**config.mk**
```make
export PLATFORM = sky130hd
export DESIGN_NAME = seqc_counter
export DESIGN_NICKNAME = d
export VERILOG_FILES = /design/src/rtl/seqc_pkg.sv /design/src/rtl/seqc_next.sv /design/src/rtl/seqc_jk_excite.sv /design/src/rtl/seqc_jk_stage.sv /design/src/rtl/seqc_counter.sv
export SDC_FILE = /design/constraint.sdc
export NUM_CORES = 1
export LEC_CHECK = 0
export CAP_MARGIN = 40
export CORE_AREA = 2 2 39 41
export CTS_CLUSTER_DIAMETER = 200
export DETAILED_ROUTE_END_ITERATION = 10
export DIE_AREA = 0 0 41 43
export DONT_BUFFER_PORTS = 1
export GPL_ROUTABILITY_DRIVEN = 0
export HOLD_SLACK_MARGIN = 0.08
export PLACE_DENSITY = 0.46
export SETUP_SLACK_MARGIN = 0.5
export SLEW_MARGIN = 0
export SYNTH_ARGS = -nofsm -noshare
export SYNTH_HDL_FRONTEND = slang
export SYNTH_SLANG_ARGS = --single-unit
```
**constraint.sdc**
```tcl
create_clock -name clk -period 1.4 [get_ports clk]
set_clock_uncertainty 0.1 [all_clocks]
set_input_delay 0 -clock clk [delete_from_list [all_inputs] [get_ports clk]]
set_output_delay 0 -clock clk [all_outputs]
set_load 0.05 [all_outputs]
```
**src/rtl/seqc_pkg.sv**
```systemverilog
package seqc_pkg;
  localparam int CNT_W = 3;
  typedef logic [CNT_W-1:0] cnt_t;

  // Successor of a value on the ring; values outside the ring return to 0
  function automatic cnt_t seq_next(input cnt_t cur);
    case (cur)
      3'd0:    return 3'd3;
      3'd3:    return 3'd5;
      3'd5:    return 3'd7;
      3'd7:    return 3'd6;
      3'd6:    return 3'd0;
      default: return 3'd0;
    endcase
  endfunction

  function automatic logic on_ring(input cnt_t cur);
    return (cur == 3'd0) || (cur == 3'd3) || (cur == 3'd5) ||
           (cur == 3'd7) || (cur == 3'd6);
  endfunction

  // Next value of one JK bit
  function automatic logic jk_apply(input logic q, input logic j, input logic k);
    case ({j, k})
      2'b00:   return q;
      2'b01:   return 1'b0;
      2'b10:   return 1'b1;
      default: return ~q;
    endcase
  endfunction
endpackage

```
**src/rtl/seqc_next.sv**
```systemverilog
module seqc_next
  import seqc_pkg::*;
(
  input  logic [CNT_W-1:0] cur,
  output logic [CNT_W-1:0] tgt,
  output logic             valid
);
  always_comb begin
    tgt   = seq_next(cur);
    valid = on_ring(cur);
  end
endmodule

```
**src/rtl/seqc_jk_excite.sv**
```systemverilog
module seqc_jk_excite #(
  parameter int JK_FILL = 0
) (
  input  logic cur,
  input  logic tgt,
  output logic j,
  output logic k
);
  generate
    if (JK_FILL == 0) begin : g_low
      // don't-care inputs held low: set and clear only
      always_comb begin
        j = ~cur & tgt;
        k = cur & ~tgt;
      end
    end else begin : g_high
      // don't-care inputs held high: toggle where allowed
      always_comb begin
        j = cur | tgt;
        k = ~cur | ~tgt;
      end
    end
  endgenerate
endmodule

```
**src/rtl/seqc_jk_stage.sv**
```systemverilog
module seqc_jk_stage
  import seqc_pkg::*;
(
  input  logic clk,
  input  logic rst,
  input  logic j,
  input  logic k,
  output logic q
);
  logic q_r;

  always_ff @(posedge clk) begin
    if (rst) q_r <= 1'b0;
    else     q_r <= jk_apply(q_r, j, k);
  end

  assign q = q_r;
endmodule

```
**src/rtl/seqc_counter.sv**
```systemverilog
module seqc_counter
  import seqc_pkg::*;
#(
  parameter int JK_FILL = 0
) (
  input  logic             clk,
  input  logic             rst,
  output logic [CNT_W-1:0] count
);
  logic [CNT_W-1:0] cur_val;
  logic [CNT_W-1:0] nxt_val;
  logic             cur_on_ring;
  logic [CNT_W-1:0] j_vec;
  logic [CNT_W-1:0] k_vec;

  seqc_next u_next (
    .cur   (cur_val),
    .tgt   (nxt_val),
    .valid (cur_on_ring)
  );

  for (genvar b = 0; b < CNT_W; b++) begin : g_stage
    seqc_jk_excite #(.JK_FILL(JK_FILL)) u_exc (
      .cur (cur_val[b]),
      .tgt (nxt_val[b]),
      .j   (j_vec[b]),
      .k   (k_vec[b])
    );
    seqc_jk_stage u_jk (
      .clk (clk),
      .rst (rst),
      .j   (j_vec[b]),
      .k   (k_vec[b]),
      .q   (cur_val[b])
    );
  end

  assign count = cur_val;
endmodule

```
* Yosys cells after proc, flatten, opt, wreduce, memory -nomap -nowiden *
Cells that the tools add are included.

word-level totals
  register bits = 3
  bits in latches = 0
  bits in writable memories = 0
  bits in read-only memories = 0
  input port bits = 2
  output and inout bits = 3
  word-level logic and storage cells = 32
  memories kept = 0

cells by class
  $add $sub $neg = 0
  multipliers = 0
  div/mod/pow operators = 0
  magnitude comparators = 0
  eq/ne operators = 9
  shift-type cells = 0
  mux-type cells = 4
  bitwise operators = 12
  reductions and logical operators = 4

operators by type and width
  operator                                              count
  one-hot mux 3 bit (4 select lines)                    1
  one-hot mux 1 bit (3 select lines)                    3
  AND 1 bit                                             6
  equality test 2 x 1 -> 1 bit (second input constant)  3
  equality test 2 bit (second input constant)           3
  equality test 3 bit (second input constant)           2
  zero test 2 bit                                       3
  inverter 1 bit                                        6
  equality test 3 x 2 -> 1 bit (second input constant)  1
  zero test 3 bit                                       1

* Logic depth before layout (Yosys ltp) *
Gate-level depths: netlist (run 1).

  depth after elaboration = 6
  depth in mapped cells = 6
  depth with buffers taken out = 5

* Cells and area by module *
Synthesis (run 1) repeated with hierarchy kept, for this count alone.

second synthesis, totals
  cells, all modules = 41
  area total of the unflattened synthesis = 326.6 um^2

modules (own cells, without submodules)
  module          times used  cells an instance  area each (um^2)  sequential area each (um^2)
  seqc_jk_stage   3           9                  76.3              20.0
  seqc_next       1           8                  52.6              0.0
  seqc_jk_excite  3           2                  15.0              0.0

* Least setup slack after synthesis (run 1) *
No wires, ideal clock.

  kind = flip-flop to flip-flop
  from = register g_stage[0].u_jk.q_r
  to = register g_stage[0].u_jk.q_r
  library setup time = 0.086 ns
  data arrival time = 1.227 ns
  data required time = 1.214 ns
  setup slack = -0.013 ns
  cell stages (with the launch flop) = 7
  buffers on the path = 1
  period minus slack after synthesis = 1.413 ns
  cell sequence = dfxtp_1 > buf_4 > xor2_1 > o21a_1 > ha_1 > nor2_1 > a211oi_1

between the ends
  cells in the longest elaborated chain, start to end = 6
  elaborated cells between the ends (all ways) = 13
  classes of those cells = eq/ne (5); mux (2); bitwise (4); reduce/logical (2)

ends and longest elaborated chain
  what                                               line                  RTL
  start, declared                                    seqc_jk_stage.sv:10   logic q_r;
  start signal, assigned                             seqc_jk_stage.sv:14   else q_r <= jk_apply(q_r, j, k);
  equality test 3 bit, or another cell as far along  -
  one-hot mux 3 bit (4 select lines)                 seqc_pkg.sv:7         case (cur)
  inverter 1 bit                                     seqc_jk_excite.sv:14  k = cur & ~tgt;
  AND 1 bit                                          seqc_jk_excite.sv:14
  equality test 2 bit, or another cell as far along  seqc_pkg.sv:24        case ({j, k})
  one-hot mux 1 bit (3 select lines)                 seqc_pkg.sv:24

Parallel ways exist; a longest one is shown, timed or not.
A chain may end at the register's enable or synchronous reset.

* Worst setup path in the final report (run 1) *
  from = register g_stage[2].u_jk.q_r
  to = register g_stage[0].u_jk.q_r

between the ends
  cells in the longest elaborated chain, start to end = 6
  elaborated cells between the ends (all ways) = 12
  classes of those cells = eq/ne (5); mux (2); bitwise (3); reduce/logical (2)

ends and longest elaborated chain
  what                                               line
  start, declared                                    seqc_jk_stage.sv:10
  start signal, assigned                             seqc_jk_stage.sv:14
  equality test 3 bit, or another cell as far along  -
  one-hot mux 3 bit (4 select lines) *               seqc_pkg.sv:7
  inverter 1 bit                                     seqc_jk_excite.sv:14
  AND 1 bit                                          seqc_jk_excite.sv:14
  equality test 2 bit, or another cell as far along  seqc_pkg.sv:24
  one-hot mux 1 bit (3 select lines)                 seqc_pkg.sv:24

Every way passes the cells marked *; elsewhere a longest branch is shown, timed or not.

==> flow_summary.yaml, run 1 <==
status:
  status: "complete, no violations"
worst_setup_path:
  start_kind: "flop"
  crit_required_ns: 1.45
  r2r_cells: 5
  r2r_start: "g_stage[2].u_jk.q"
  crit_type: "flop to flop"
  cp-startpoint: "g_stage[2].u_jk.q"
  worstPathMaxFanout: 6
  end_kind: "flop"
  critical_path_arrival_ns: 1.39
yosys:
  synthDistinctLibCells: 15
  syn_area_um2: 288
  synthCells: 35
  syn_area_per_cell_um2: 8.22
  ys_warn_count: 0
  syn_nets: 43
  yosysSeqAreaShare_pct: 20.9
  ys_ff_latch: 3
clock_tree:
  tritoncts: "done"
  clock-sinks: 3
  clk_path_buf_depth: 2
  insertion_delay_ns: 0.24
  numCtsBuffers: 3
  cts_setup_buffers: 0
  clock-root-buffer: "clkbuf_4"
  cts_max_level: 1
  clkTransAtPathRegs_ns: 0.04
floorplanning:
  die_x_um: 41
  io_pins: 5
  dieArea_um2: 1760
  dieHeight_um: 43
  design.core.area_um2: 1380
  initial_core_util_pct: 20.8
  rows: 14
hold_path:
  hold_depth: 2
  hold_start: "rst"
  hp-class: "input pin to flop"
global_route:
  antenna_found_initial: 0
  grt_max_degree: 9
  grt_pass1_wl_um: 745
  first_global_vias: 215
  grt.total_usage_pct: 6.11
  grt_overflow: 0
final_layout:
  area_growth_pct: 41.3
  largest_reg_flops: 3
  n_antenna_cell: 0
  layout_common_cells: "nor2_1, buf_4, ha_1"
  layout-drive-gt1-share_pct: 37.2
  nets: 52
  n_fill_cell: 139
job:
  maxCapViolCount: 0
sta:
  finalSetupViolCount: 0
  grt_setup_unrepaired: "true"
  fin_crit_ns: 1.34
  finalHoldViolCount: 0
  tns_ns: 0
  fin_hold_ws_ns: 0.354
  drv_slew: 0
  max_clock_freq_mhz: 745
  setup_slack_ns: 0.0582
  finalCritPeriodShare_pct: 95.8
  tightest_slew_ns: 0.236
  maxSlewHeadroom_pct: 84.1
drt:
  ant_nets: 0
  drtIter0Drc: 0
  vias: 242
  wl_um: 478
  dr.pass1.iters: 1
  wl_per_cell_um: 8.10
  drc_errors: 0
  routed_via_density: 4.10
placement:
  portBuffers: 0
  dp_hpwl_um: 383
  pre_cts_slack_ns: -0.0312
-- worst max-delay path, stage by stage (launching register included) --
cell	delay (ns)
dfxtp_4	0.35
xor2_1	0.17
o21a_1	0.20
ha_4	0.27
nor2_1	0.03
a211oi_1	0.14
-- Yosys cell counts (all sizes together) --
library cell | count | area [µm²]
a211oi | 3 | 22.5
a21o | 1 | 7.51
a21oi | 1 | 5.00
buf | 5 | 41.3
dfxtp | 3 | 60.1
ha | 6 | 75.1
inv | 4 | 15.0
nand3b | 1 | 7.51
nor2 | 6 | 22.5
nor3 | 1 | 5.00
o21a | 1 | 7.51
o21ai | 2 | 10.0
xor2 | 1 | 8.76
-- final timing paths --
kind | slack (ns) | endpoint
hold reg to reg | 0.56 | g_stage[1].u_jk.q
setup / recovery | 0.06 | g_stage[0].u_jk.q
setup reg to reg | 0.06 | g_stage[0].u_jk.q
hold / removal | 0.35 | g_stage[0].u_jk.q
-- per-stage QoR --
step           area (µm²)  util [%]  cells
2_1_floorplan         292         -     35
3_3_place_gp          327      23.6     54
3_5_place_dp          327      23.6     54
4_1_cts               390      28.2     59
5_1_grt               407      29.4     59
6_report              407      29.4     59
-- per-layer routing --
metal  global-route usage [%]  vias to the layer above  part of all wire, %
met2                     11.3                        7                   48
li1                         -                      129                    -
met5                        0                        -                    0
met1                     6.05                      106                   45
met3                     3.14                        0                  6.5
met4                        0                        0                    0
-- final cells by class --
cell class	count	area [µm²]	share of cell area (%)
Sequential cell	3	71.3	17.5
Timing Repair Buffer	9	85.1	20.9
Multi-Input combinational cell	23	189	46.5
Clock buffer	4	26.3	6.46
Inverter	4	15.0	3.69
Tap cell	16	20.0	4.92
-- cell families after synthesis --
group	share of synthesized area [%]
AND/OR/NAND/NOR	12.2
XOR/XNOR	3.04
buffers and inverters	19.6
flip-flops	20.9
AO/OA/AOI/OAI	18.3
adder cells (fa/ha/maj)	26.1
-- what timing repair did --
| item | 4_1_cts | 5_1_grt |
|---|---|---|
| hold buffers | 1 | 0 |
| setup endpoints to repair | 6 | 6 |
| pin swaps | 2 | 1 |
| endpoints found under the hold margin | 3 | 0 |
| resized for setup | 10 | 2 |
Power of run 1 is not shown: default switching activity piles up to over one toggle a cycle in this logic, so the estimate is an artifact.
==> run 2: changes to the inputs <==
--- a/config.mk
+++ b/config.mk
@@ -5,7 +5,7 @@
 export SDC_FILE = /design/constraint.sdc
 export NUM_CORES = 1
 export LEC_CHECK = 0
-export CAP_MARGIN = 40
+export CAP_MARGIN = 20
 export CORE_AREA = 2 2 39 41
 export CTS_CLUSTER_DIAMETER = 200
 export DETAILED_ROUTE_END_ITERATION = 10
@@ -14,7 +14,7 @@
 export GPL_ROUTABILITY_DRIVEN = 0
 export HOLD_SLACK_MARGIN = 0.08
 export PLACE_DENSITY = 0.46
-export SETUP_SLACK_MARGIN = 0.5
+export SETUP_SLACK_MARGIN = 0.4
 export SLEW_MARGIN = 0
 export SYNTH_ARGS = -nofsm -noshare
 export SYNTH_HDL_FRONTEND = slang
==> flow_summary.yaml, run 2 (synthesis gave the netlist of run 1 again) <==
status:
  status: "complete, no violations"
global_route:
  grt.total_usage_pct: 6.11
  grt_overflow: 0
  first_global_vias: 215
  grt_pass1_wl_um: 745
  antenna_found_initial: 0
  grt_max_degree: 9
final_layout:
  multiInputGateArea_um2: 189
  n_fill_cell: 137
  layout_common_cells: "nor2_1, buf_4, ha_1"
  n_antenna_cell: 0
  largest_reg_flops: 3
  nets: 52
  finalInstanceArea_um2: 400
  register_area_um2: 68.8
  layout-drive-gt1-share_pct: 37.2
  area_growth_pct: 39.1
drt:
  routed_via_density: 4.10
  dr.pass1.iters: 1
  wl_per_cell_um: 8.00
  drc_errors: 0
  drtIter0Drc: 0
  vias: 242
  wl_um: 472
  ant_nets: 0
placement:
  dp_hpwl_um: 383
  placed_area_um2: 327
  portBuffers: 0
clock_tree:
  clock-sinks: 3
  insertion_delay_ns: 0.24
  cts_max_level: 1
  tritoncts: "done"
  clkTransAtPathRegs_ns: 0.04
  clock-root-buffer: "clkbuf_4"
  clk_path_buf_depth: 2
  numCtsBuffers: 3
sta:
  maxSlewHeadroom_pct: 84.9
  max_clock_freq_mhz: 745
  finalHoldViolCount: 0
  grt_setup_unrepaired: "true"
  fin_hold_ws_ns: 0.354
  finalSetupViolCount: 0
  drv_slew: 0
  tightest_slew_ns: 0.224
  finalCritPeriodShare_pct: 95.9
  fin_crit_ns: 1.34
worst_setup_path:
  end_kind: "flop"
  crit_required_ns: 1.45
  worstPathMaxFanout: 6
  start_kind: "flop"
  critical_path_arrival_ns: 1.39
  crit_type: "flop to flop"
floorplanning:
  design.core.area_um2: 1380
  initial_core_util_pct: 20.8
  dieHeight_um: 43
  rows: 14
  io_pins: 5
  dieArea_um2: 1760
  die_x_um: 41
hold_path:
  hp-class: "input pin to flop"
job:
  maxCapViolCount: 0
[run 2: cell types whose count changed in the layout (fill, tap and decap cells not counted)]
cell and change:
dfxtp_2 +1, buf_8 -1, dfxtp_4 -1, buf_6 +1
[run 2: stage by stage]
step / util (%) / setup TNS, ns / instances / worst slack, ns
global route: 28.9 / -0.0158 / 59 / -0.0158
floorplan: - / 0 / 35 / 0.00899
global placement: 23.6 / -0.0239 / 54 / -0.0239
finish: 28.9 / 0 / 59 / 0.0580
CTS: 27.8 / 0 / 59 / 0.0301
detailed placement: 23.6 / -0.0501 / 54 / -0.0312
[run 2: cell type report]
cell class	instances	area share [%]
multi-input cells	23	47.2
repair buffers	9	20.3
flip-flops and latches	3	17.2
clock buffers	4	6.56
well taps	16	5.00
inverters	4	3.75
[run 2: per-layer routing]
metal | GRT usage (%) | wire length, µm | vias to the layer above
li1 | - | - | 129
met1 | 6.05 | 217 | 106
met2 | 11.3 | 224 | 7
met3 | 3.14 | 31 | 0
met4 | 0 | 0 | 0
met5 | 0 | 0 | -
[run 2: worst max-delay path, cell delays in order, from the launching register on]
cell      delay [ns]
dfxtp_4         0.35
xor2_1          0.17
o21a_1          0.20
ha_4            0.27
nor2_1          0.03
a211oi_1        0.14
[run 2: repair_timing]
item / in CTS / in global routing
endpoints found under the hold margin: 3 / 0
setup endpoints to repair: 6 / 5
hold buffers: 1 / 0
pin swaps: 2 / 1
gates resized for setup: 8 / 2
buffers inserted: 0 / 0
gates cloned: 0 / 0
[run 2: path summary, 6_finish.rpt]
kind                                   startpoint                 to  slack [ns]  depth (start not counted)
worst max-delay path            g_stage[2].u_jk.q  g_stage[0].u_jk.q        0.06                          5
worst min-delay path                          rst  g_stage[0].u_jk.q        0.35                          2
worst max register to register  g_stage[2].u_jk.q  g_stage[0].u_jk.q        0.06                          5
worst min register to register  g_stage[1].u_jk.q  g_stage[1].u_jk.q        0.55                          3
Power of run 2 is left out for the same reason.
